--- config.mk ---
export PLATFORM = sky130hd
export DESIGN_NAME = dma_cnt_regbank
export DESIGN_NICKNAME = d
export VERILOG_FILES = /design/src/rtl/dma_cnt_pkg.sv /design/src/rtl/dma_addr_dec.sv /design/src/rtl/dma_ch_counter.sv /design/src/rtl/dma_rd_mux.sv /design/src/rtl/dma_cnt_regbank.sv
export SDC_FILE = /design/constraint.sdc
export NUM_CORES = 1
export LEC_CHECK = 0
export BUFFER_PORTS_ARGS = -buffer_cell sky130_fd_sc_hd__buf_2
export CAP_MARGIN = 20
export CORE_AREA = 5 5 259 261
export CTS_BUF_LIST = sky130_fd_sc_hd__clkbuf_16
export DETAILED_ROUTE_END_ITERATION = 6
export DIE_AREA = 0 0 264 266
export GPL_TIMING_DRIVEN = 0
export HOLD_SLACK_MARGIN = 0.1
export PLACE_DENSITY = 0.55
export SYNTH_ARGS = -nofsm -noshare
export SYNTH_HDL_FRONTEND = slang
export SYNTH_SLANG_ARGS = --single-unit
--- constraint.sdc ---
create_clock -name clk -period 18.85 [get_ports clk]
set_clock_uncertainty 0.2 [all_clocks]
set_input_delay 2.8275 -clock clk [delete_from_list [all_inputs] [get_ports clk]]
set_output_delay 2.8275 -clock clk [all_outputs]
set_load 0.01 [all_outputs]
--- src/rtl/dma_cnt_pkg.sv ---
package dma_cnt_pkg;

  // Action selected for a channel counter in one cycle.
  typedef enum logic [1:0] {
    CNT_HOLD,
    CNT_LOAD_SW,
    CNT_DEC,
    CNT_WRAP
  } cnt_act_e;

endpackage

--- src/rtl/dma_addr_dec.sv ---
module dma_addr_dec #(
  parameter int unsigned NUM_CH     = 7,
  parameter int unsigned AW         = 8,
  parameter int unsigned CNT_BASE   = 32'h0C,
  parameter int unsigned PADDR_BASE = 32'h10,
  parameter int unsigned STRIDE     = 32'h14
) (
  input  logic [AW-1:0]     addr,
  output logic [NUM_CH-1:0] cnt_hit,
  output logic [NUM_CH-1:0] paddr_hit
);

  for (genvar g = 0; g < NUM_CH; g++) begin : g_ch
    localparam logic [AW-1:0] CNT_OFS   = AW'(CNT_BASE + STRIDE * g);
    localparam logic [AW-1:0] PADDR_OFS = AW'(PADDR_BASE + STRIDE * g);
    assign cnt_hit[g]   = (addr == CNT_OFS);
    assign paddr_hit[g] = (addr == PADDR_OFS);
  end

endmodule

--- src/rtl/dma_ch_counter.sv ---
module dma_ch_counter
  import dma_cnt_pkg::*;
#(
  parameter int unsigned CNT_W = 18
) (
  input  logic             clk,
  input  logic             rst_n,
  input  logic             en,
  input  logic             circ,
  input  logic             done,
  input  logic             sw_wr,
  input  logic [CNT_W-1:0] sw_data,
  output logic [CNT_W-1:0] count,
  output logic             ready,
  output logic             tc
);

  cnt_act_e         act;
  logic [CNT_W-1:0] cnt_q, cnt_d;
  logic [CNT_W-1:0] shadow_q;
  logic             tc_q, tc_d;
  logic             non_zero;
  logic             last_item;

  assign non_zero  = (cnt_q != '0);
  assign last_item = (cnt_q == CNT_W'(1));

  // Software may load only while the channel is idle; hardware counts only while enabled.
  always_comb begin
    act = CNT_HOLD;
    if (!en) begin
      if (sw_wr) act = CNT_LOAD_SW;
    end else if (done && non_zero) begin
      act = last_item ? CNT_WRAP : CNT_DEC;
    end
  end

  always_comb begin
    case (act)
      CNT_LOAD_SW: cnt_d = sw_data;
      CNT_DEC:     cnt_d = cnt_q - CNT_W'(1);
      CNT_WRAP:    cnt_d = circ ? shadow_q : '0;
      default:     cnt_d = cnt_q;
    endcase
    tc_d = (act == CNT_WRAP);
  end

  always_ff @(posedge clk or negedge rst_n) begin
    if (!rst_n) begin
      cnt_q    <= '0;
      shadow_q <= '0;
      tc_q     <= 1'b0;
    end else begin
      cnt_q <= cnt_d;
      tc_q  <= tc_d;
      if (act == CNT_LOAD_SW) shadow_q <= sw_data;
    end
  end

  assign count = cnt_q;
  assign ready = non_zero;
  assign tc    = tc_q;

endmodule

--- src/rtl/dma_rd_mux.sv ---
module dma_rd_mux #(
  parameter int unsigned NUM_CH = 7,
  parameter int unsigned CNT_W  = 18,
  parameter int unsigned DW     = 32
) (
  input  logic [NUM_CH-1:0]            cnt_hit,
  input  logic [NUM_CH-1:0]            paddr_hit,
  input  logic [NUM_CH-1:0][CNT_W-1:0] cnt_val,
  input  logic [NUM_CH-1:0][DW-1:0]    paddr_val,
  output logic [DW-1:0]                rdata
);

  // Hits are one-hot or empty, so an OR tree is an exact mux; an empty hit reads zero.
  always_comb begin
    rdata = '0;
    for (int i = 0; i < NUM_CH; i++) begin
      if (cnt_hit[i])   rdata = rdata | DW'(cnt_val[i]);
      if (paddr_hit[i]) rdata = rdata | paddr_val[i];
    end
  end

endmodule

--- src/rtl/dma_cnt_regbank.sv ---
module dma_cnt_regbank
  import dma_cnt_pkg::*;
#(
  parameter int unsigned NUM_CH     = 7,
  parameter int unsigned CNT_W      = 18,
  parameter int unsigned DW         = 32,
  parameter int unsigned AW         = 8,
  parameter int unsigned CNT_BASE   = 32'h0C,
  parameter int unsigned PADDR_BASE = 32'h10,
  parameter int unsigned STRIDE     = 32'h14
) (
  input  logic              clk,
  input  logic              rst_n,
  input  logic [AW-1:0]     bus_addr,
  input  logic              bus_wr,
  input  logic [DW-1:0]     bus_wdata,
  output logic [DW-1:0]     bus_rdata,
  input  logic [NUM_CH-1:0] ch_en,
  input  logic [NUM_CH-1:0] ch_circ,
  input  logic [NUM_CH-1:0] xfer_done,
  output logic [NUM_CH-1:0] ch_ready,
  output logic [NUM_CH-1:0] ch_tc
);

  localparam int unsigned SYNC_STAGES = 2;

  // Reset: asserted asynchronously, released on the clock.
  logic [SYNC_STAGES-1:0] rst_sync_q;
  logic                   rst_int_n;

  always_ff @(posedge clk or negedge rst_n) begin
    if (!rst_n) rst_sync_q <= '0;
    else        rst_sync_q <= {rst_sync_q[SYNC_STAGES-2:0], 1'b1};
  end
  assign rst_int_n = rst_sync_q[SYNC_STAGES-1];

  logic [NUM_CH-1:0]            cnt_hit, paddr_hit;
  logic [NUM_CH-1:0]            cnt_we, paddr_we;
  logic [NUM_CH-1:0][CNT_W-1:0] cnt_val;
  logic [NUM_CH-1:0][DW-1:0]    paddr_q;

  dma_addr_dec #(
    .NUM_CH    (NUM_CH),
    .AW        (AW),
    .CNT_BASE  (CNT_BASE),
    .PADDR_BASE(PADDR_BASE),
    .STRIDE    (STRIDE)
  ) u_dec (
    .addr     (bus_addr),
    .cnt_hit  (cnt_hit),
    .paddr_hit(paddr_hit)
  );

  assign cnt_we   = bus_wr ? cnt_hit   : '0;
  assign paddr_we = bus_wr ? paddr_hit : '0;

  for (genvar g = 0; g < NUM_CH; g++) begin : g_ch
    dma_ch_counter #(
      .CNT_W(CNT_W)
    ) u_cnt (
      .clk    (clk),
      .rst_n  (rst_int_n),
      .en     (ch_en[g]),
      .circ   (ch_circ[g]),
      .done   (xfer_done[g]),
      .sw_wr  (cnt_we[g]),
      .sw_data(bus_wdata[CNT_W-1:0]),
      .count  (cnt_val[g]),
      .ready  (ch_ready[g]),
      .tc     (ch_tc[g])
    );

    always_ff @(posedge clk or negedge rst_int_n) begin
      if (!rst_int_n)       paddr_q[g] <= '0;
      else if (paddr_we[g]) paddr_q[g] <= bus_wdata;
    end
  end

  dma_rd_mux #(
    .NUM_CH(NUM_CH),
    .CNT_W (CNT_W),
    .DW    (DW)
  ) u_rd (
    .cnt_hit  (cnt_hit),
    .paddr_hit(paddr_hit),
    .cnt_val  (cnt_val),
    .paddr_val(paddr_q),
    .rdata    (bus_rdata)
  );

endmodule

==> flow_summary.ini, run 1 <==
[final_layout]
syn2layout_area_growth_pct = 16.0
num-fill-cells = 6276
drive_gt1_share_pct = 17.8
final_net_count = 2951

[sta]
slew_viol_final = 0
setup_ws_ns = 9.27
rsz0062_at_grt = no
setup_violations = 0
tns_ns = 0
worstMarginPinSlew_ns = 1.22
relSlewSlack_pct = 18.5
period_share_pct = 50.8
fin_crit_ns = 9.58
finalHoldViolations = 0
holdWs_ns = 0.155
fmax_mhz = 104

[cts]
cts_buffers = 56
ctsResizeCount = 0
cts_num_sinks = 485
path_clk_slew_ns = 0.06
cts_setup_buffers = 0
clockBufferDepth = 3
htree_levels = 2
cts-root-buf = clkbuf_16
clock_latency_ns = 0.63
ctsHoldBuffers = 0
cts_tree = yes

[global_routing]
grt-ovfl-total = 0
grt_max_degree = 69
gr-usage-all-layers_pct = 28.7
antenna_found_initial = 3
grt_pass1_wl_microns = 154000
grt_pass1_vias = 22800

[logic_synthesis]
synth_top_area_share_pct = 47.8
synth_cell_types = 87
syn_avg_cell_area_sq_um = 9.45
synth_flop_cell = dfrtp_1
syn_nets = 2766
yosysSeqAreaShare_pct = 47.8
syn-instance-count = 2688
yosys_warnings = 0
yosysTopAreaCell = dfrtp_1
syn-cell-area_sq_um = 25400
yosys-top-cells-area = dfrtp_1 (48%), mux2_2 (10%), nand2_1 (7.8%), nor2_1 (3.0%), clkbuf_1 (2.3%)
synth_seq_cells = 485
synth_edf_count = 0
async_flop_share_pct = 100

[min_path]
hold_path_class = reg -> reg
worstHoldPathCells = 0

[setup_path]
start_kind = primary input
reg2reg_depth = 8
cp.required_ns = 15.82
cp_data_arrival_time_ns = 6.56
setup.worst_path.end_class = primary output
critPathKind = in -> out
cp_max_fo = 10

[floorplan]
die_x_microns = 264
start_util_pct = 39.6
die_h_microns = 266
ios = 110
coreArea_sq_um = 64200
row_count = 93
die-area_sq_um = 70200

[power_and_ir_drop]
vdd_drop_max_uv = 70.6
p_leak_nw = 13.4
power_density_nw_per_um2 = 93.9

[placed_design]
dp_slack_ns = 9.44
hpwl_microns = 74800
numPortBuffers = 96
place.gp.congestion = 0.977

[drt]
dr.pass1.iters = 6
vias = 23400
ant_nets = 0
routed_via_density = 6.19
drc = 0
drt-wirelength-per-cell_microns = 27.7
finalWirelength_microns = 104000
first_iter_violations = 2857

[flow_run]
drv_cap = 0

[outcome]
outcome = complete, no violations
## critical path: stages
cell and delay, ns:
clkbuf_1 0.19, nor4_1 0.66, clkbuf_1 0.46, and3_1 0.38, clkbuf_1 0.57, clkbuf_1 0.68
a221oi_1 0.36, nand2_1 0.26, buf_2 0.17
## per-stage QoR
| stage | util (%) | cell area [sq um] | total power [mW] | std cells |
|---|---|---|---|---|
| finish | 45.9 | 29500 | 2.76 | 3777 |
| global route | 45.9 | 29500 | 2.86 | 3775 |
| CTS | 45.8 | 29400 | 2.77 | 3772 |
| detailed placement | 42.8 | 27500 | 1.61 | 3667 |
| global placement | 42.0 | 27000 | 1.59 | 3639 |
| floorplan | - | 25400 | 1.44 | 2688 |
## synthesized netlist by cell type (all sizes together) (10+ instances only)
cell and instances:
a2111oi 10, a21o 10, a21oi 110, a221oi 30, a222oi 54, a22o 10, a22oi 58, a31oi 41
and2 21, and3 18, buf 68, clkbuf 158, dfrtp 485, ha 14, inv 30, mux2 226
mux2i 12, nand2 531, nand3 82, nand4 21, nor2 202, nor3 57, nor4 45, nor4b 11
o211ai 21, o21a 14, o21ai 91, o22ai 42, o2bb2ai 14, or3 19, or4 15, xnor2 14
xor2 17
## flip-flops by register name, indices dropped and copies added (netlist names)
| register | count |
|---|---|
| paddr_q | 224 |
| g_ch.u_cnt.count | 126 |
| g_ch.u_cnt.shadow_q | 126 |
| g_ch.u_cnt.tc | 7 |
| rst_sync_q | 2 |
## path summary, 6_finish.rpt
check                                       start                         end  slack, ns
setup / recovery                      bus_addr[1]               bus_rdata[13]       9.27
hold / removal                      rst_sync_q[0]               rst_sync_q[1]       0.15
setup reg to reg           g_ch[1].u_cnt.count[0]      g_ch[1].u_cnt.count[1]      15.16
hold reg to reg                     rst_sync_q[0]               rst_sync_q[1]       0.15
max in group asynchronous                   rst_n               rst_sync_q[1]      16.58
min in group asynchronous           rst_sync_q[1]  g_ch[0].u_cnt.shadow_q[15]       0.24
## cell families (layout without fill, tap and decap cells)
family | after synthesis | after routing | synth area share (%)
mux | 238 | 238 | 10.5
xor+xnor | 31 | 31 | 1.07
flops | 485 | 485 | 47.8
buf+inv | 256 | 488 | 4.15
other cells | 1 | 3 | 0.0148
compound gates | 577 | 577 | 16.0
simple gates | 1086 | 1086 | 19.8
fa+ha+maj | 14 | 14 | 0.690
## routing by layer
| layer | wire length [microns] | up-vias | GRT usage, % | part of all wire (%) |
|---|---|---|---|---|
| met5 | 15 | - | 0 | 0.014 |
| met4 | 5520 | 2 | 13.0 | 5.3 |
| met3 | 8960 | 252 | 5.25 | 8.6 |
| met2 | 46700 | 1144 | 44.8 | 45 |
| met1 | 43300 | 11800 | 39.3 | 41 |
| li1 | - | 10200 | - | - |
## cells in the final DEF, fill, tap and decap left out, types with 11 or more instances in the layout
master	instances
nand2_1	531
dfrtp_1	484
mux2_2	226
nor2_1	201
clkbuf_1	151
buf_2	118
a21oi_1	110
nand3_1	82
o21ai_0	82
a22oi_1	58
clkbuf_16	56
nor3_1	54
a222oi_1	54
o22ai_1	42
a31oi_1	41
nor4_1	40
inv_1	37
buf_1	32
a221oi_1	30
nand4_1	21
o211ai_1	21
and2_1	19
or3_1	19
and3_1	18
buf_8	18
xor2_1	17
buf_4	16
or4_1	15
o21a_1	14
xnor2_1	14
ha_1	14
mux2i_1	12
o2bb2ai_1	12
clkinv_1	11
clkinv_2	11
## cell type report
class                           instances  area, sq um  share of cell area (%)
Antenna cell                            2         5.00                  0.0170
Buffer                                226          950                    3.22
Clock buffer                           56         1400                    4.76
Clock inverter                         49          524                    1.78
Inverter                               30          113                   0.382
Multi-Input combinational cell       1947        12200                    41.5
Sequential cell                       485        12100                    41.2
Tap cell                              855         1070                    3.63
Timing Repair Buffer                  127         1040                    3.53
## where the power goes
group	internal [mW]	switching, mW
registers	1.12	0.117
clock network	0.680	0.481
logic	0.136	0.229
total	1.94	0.828
(Power assumes the default switching activity.)
==> inputs of run 2 (changes only) <==
==> constraint.sdc (replaced) <==
create_clock -name clk -period 9.5 [get_ports clk]
set_clock_uncertainty 0.2 [all_clocks]
set_input_delay 1.425 -clock clk [delete_from_list [all_inputs] [get_ports clk]]
set_output_delay 1.425 -clock clk [all_outputs]
set_load 0.01 [all_outputs]
==> run 2 against run 1 <==
The flow now finishes with violations (design-rule violations). Critical path depth stayed put. Clock power is 96% higher. Routed wire length is 2.1% higher. Final cell count hardly changed. Power is 97% higher. Flip-flop and latch count stayed put. Register-to-register slack worse by 9.4 ns. Non-clock buffer count is 3 lower. Utilization is 0.060 points lower. Sequential share of layout area is 0.054 points higher. Worst setup slack worse by 6.8 ns. Highest routed layer unchanged.
==> flow_summary.ini, run 2 (same netlist as run 1, synthesis figures left out) <==
[setup_path]
cp_data_arrival_time_ns = 5.45
cp_slowest_cell = nor4_1
start_kind = primary input
critPathTopFamily = buffers and inverters
crit_buf_inv = 5
crit_top_cell = clkbuf_1
critPathKind = in -> out
cp_max_fo = 10
slowest_delay_ns = 0.95
cp.required_ns = 7.88
crit_chain = clkbuf_1 -> nor4_1 -> clkbuf_1 -> and3_1 -> clkbuf_1 -> clkbuf_1 -> a221oi_1 -> nand2_1 -> buf_2
setup.worst_path.end_class = primary output

[cts]
htree_levels = 2
path_clk_slew_ns = 0.06
cts-root-buf = clkbuf_16
ctsResizeCount = 0
cts_setup_buffers = 0
clockBufferDepth = 3
cts_tree = yes
ctsHoldBuffers = 0
clock_latency_ns = 0.63
cts_num_sinks = 485
cts_buffers = 57

[final_layout]
top_register = paddr_q
final_net_count = 2949
design_area_sq_um = 29400
drive_gt1_share_pct = 17.9
syn2layout_area_growth_pct = 15.8
final_common_cell = nand2_1
final_cell_mix = nand2_1 (531), dfrtp_1 (484), mux2_2 (226)
largest_reg_flops = 224
final_core_utilization_pct = 45.8

[flow_run]
drv_cap = 0

[sta]
finalHoldViolations = 0
period_share_pct = 74.4
relSlewSlack_pct = 15.0
fin_crit_ns = 7.07
tns_ns = 0
fmax_mhz = 141
worstMarginPinSlew_ns = 1.28
rsz0062_at_grt = no
setup_violations = 0
slew_viol_final = 0
setup_ws_ns = 2.43

[global_routing]
antenna_found_initial = 4
grt-ovfl-total = 0
gr-usage-all-layers_pct = 29.3
grt_max_degree = 68
grt_pass1_vias = 22600
grt_pass1_wl_microns = 156000

[drt]
ant_nets = 0
routed_via_density = 6.23
vias = 23500
first_iter_violations = 2921
drc = 8
drt-met1-wl_microns = 44400
drt-wirelength-per-cell_microns = 28.3
dr.pass1.iters = 7
highest_layer = met5
dr_wl_met2_microns = 48300
met3WireLength_microns = 9460
finalWirelength_microns = 107000

[power_and_ir_drop]
power_density_nw_per_um2 = 186
p_leak_nw = 13.4
vdd_drop_max_uv = 140

[floorplan]
die_h_microns = 266
start_util_pct = 39.6
die_x_microns = 264
die-area_sq_um = 70200
coreArea_sq_um = 64200
ios = 110
row_count = 93

[placed_design]
numPortBuffers = 96
hpwl_microns = 76700
dp_slack_ns = 2.58
placed_area_sq_um = 27500
place.gp.congestion = 0.965

[outcome]
outcome = finished, violations left
violations = design-rule violations

[min_path]
hold_path_class = reg -> async
[run 2: area by class of cell]
type	count	area, sq um
Fill cell	6230	34800
Multi-Input combinational cell	1947	12200
Sequential cell	485	12100
Clock buffer	57	1430
Tap cell	855	1070
Timing Repair Buffer	124	1010
Buffer	226	952
Clock inverter	50	483
Inverter	30	113
Antenna cell	2	5.00
[run 2: final timing paths]
check,startpoint,slack (ns),endpoint,cells after the start
worst max-delay path,bus_addr[1],2.43,bus_rdata[13],9
worst min-delay path,rst_sync_q[1],0.08,g_ch[0].u_cnt.shadow_q[17],0
worst max register to register,g_ch[4].u_cnt.count[0],5.75,g_ch[4].u_cnt.count[13],8
worst min register to register,rst_sync_q[1],0.08,g_ch[0].u_cnt.shadow_q[17],0
max in group asynchronous,rst_sync_q[1],7.63,g_ch[3].u_cnt.count[11],3
min in group clk,rst_sync_q[0],0.15,rst_sync_q[1],0
[run 2: metrics by stage]
step	total power [mW]	hold WS, ns	cells
floorplan	2.85	0.131	2688
global placement	3.15	0.136	3639
detailed placement	3.20	0.0953	3666
CTS	5.47	0.102	3773
global route	5.64	0.129	3774
finish	5.46	0.0814	3776
[run 2: power by group]
part	switching, mW	leakage, nW	internal, mW
Combinational	0.463	6.08	0.269
Sequential	0.231	6.39	2.22
Clock	0.957	0.944	1.31
[run 2: layer usage]
metal,up-vias,track usage (%)
met1,12000,40.7
met3,191,5.02
li1,10100,-
met2,1229,46.1
met4,2,11.7
met5,-,0
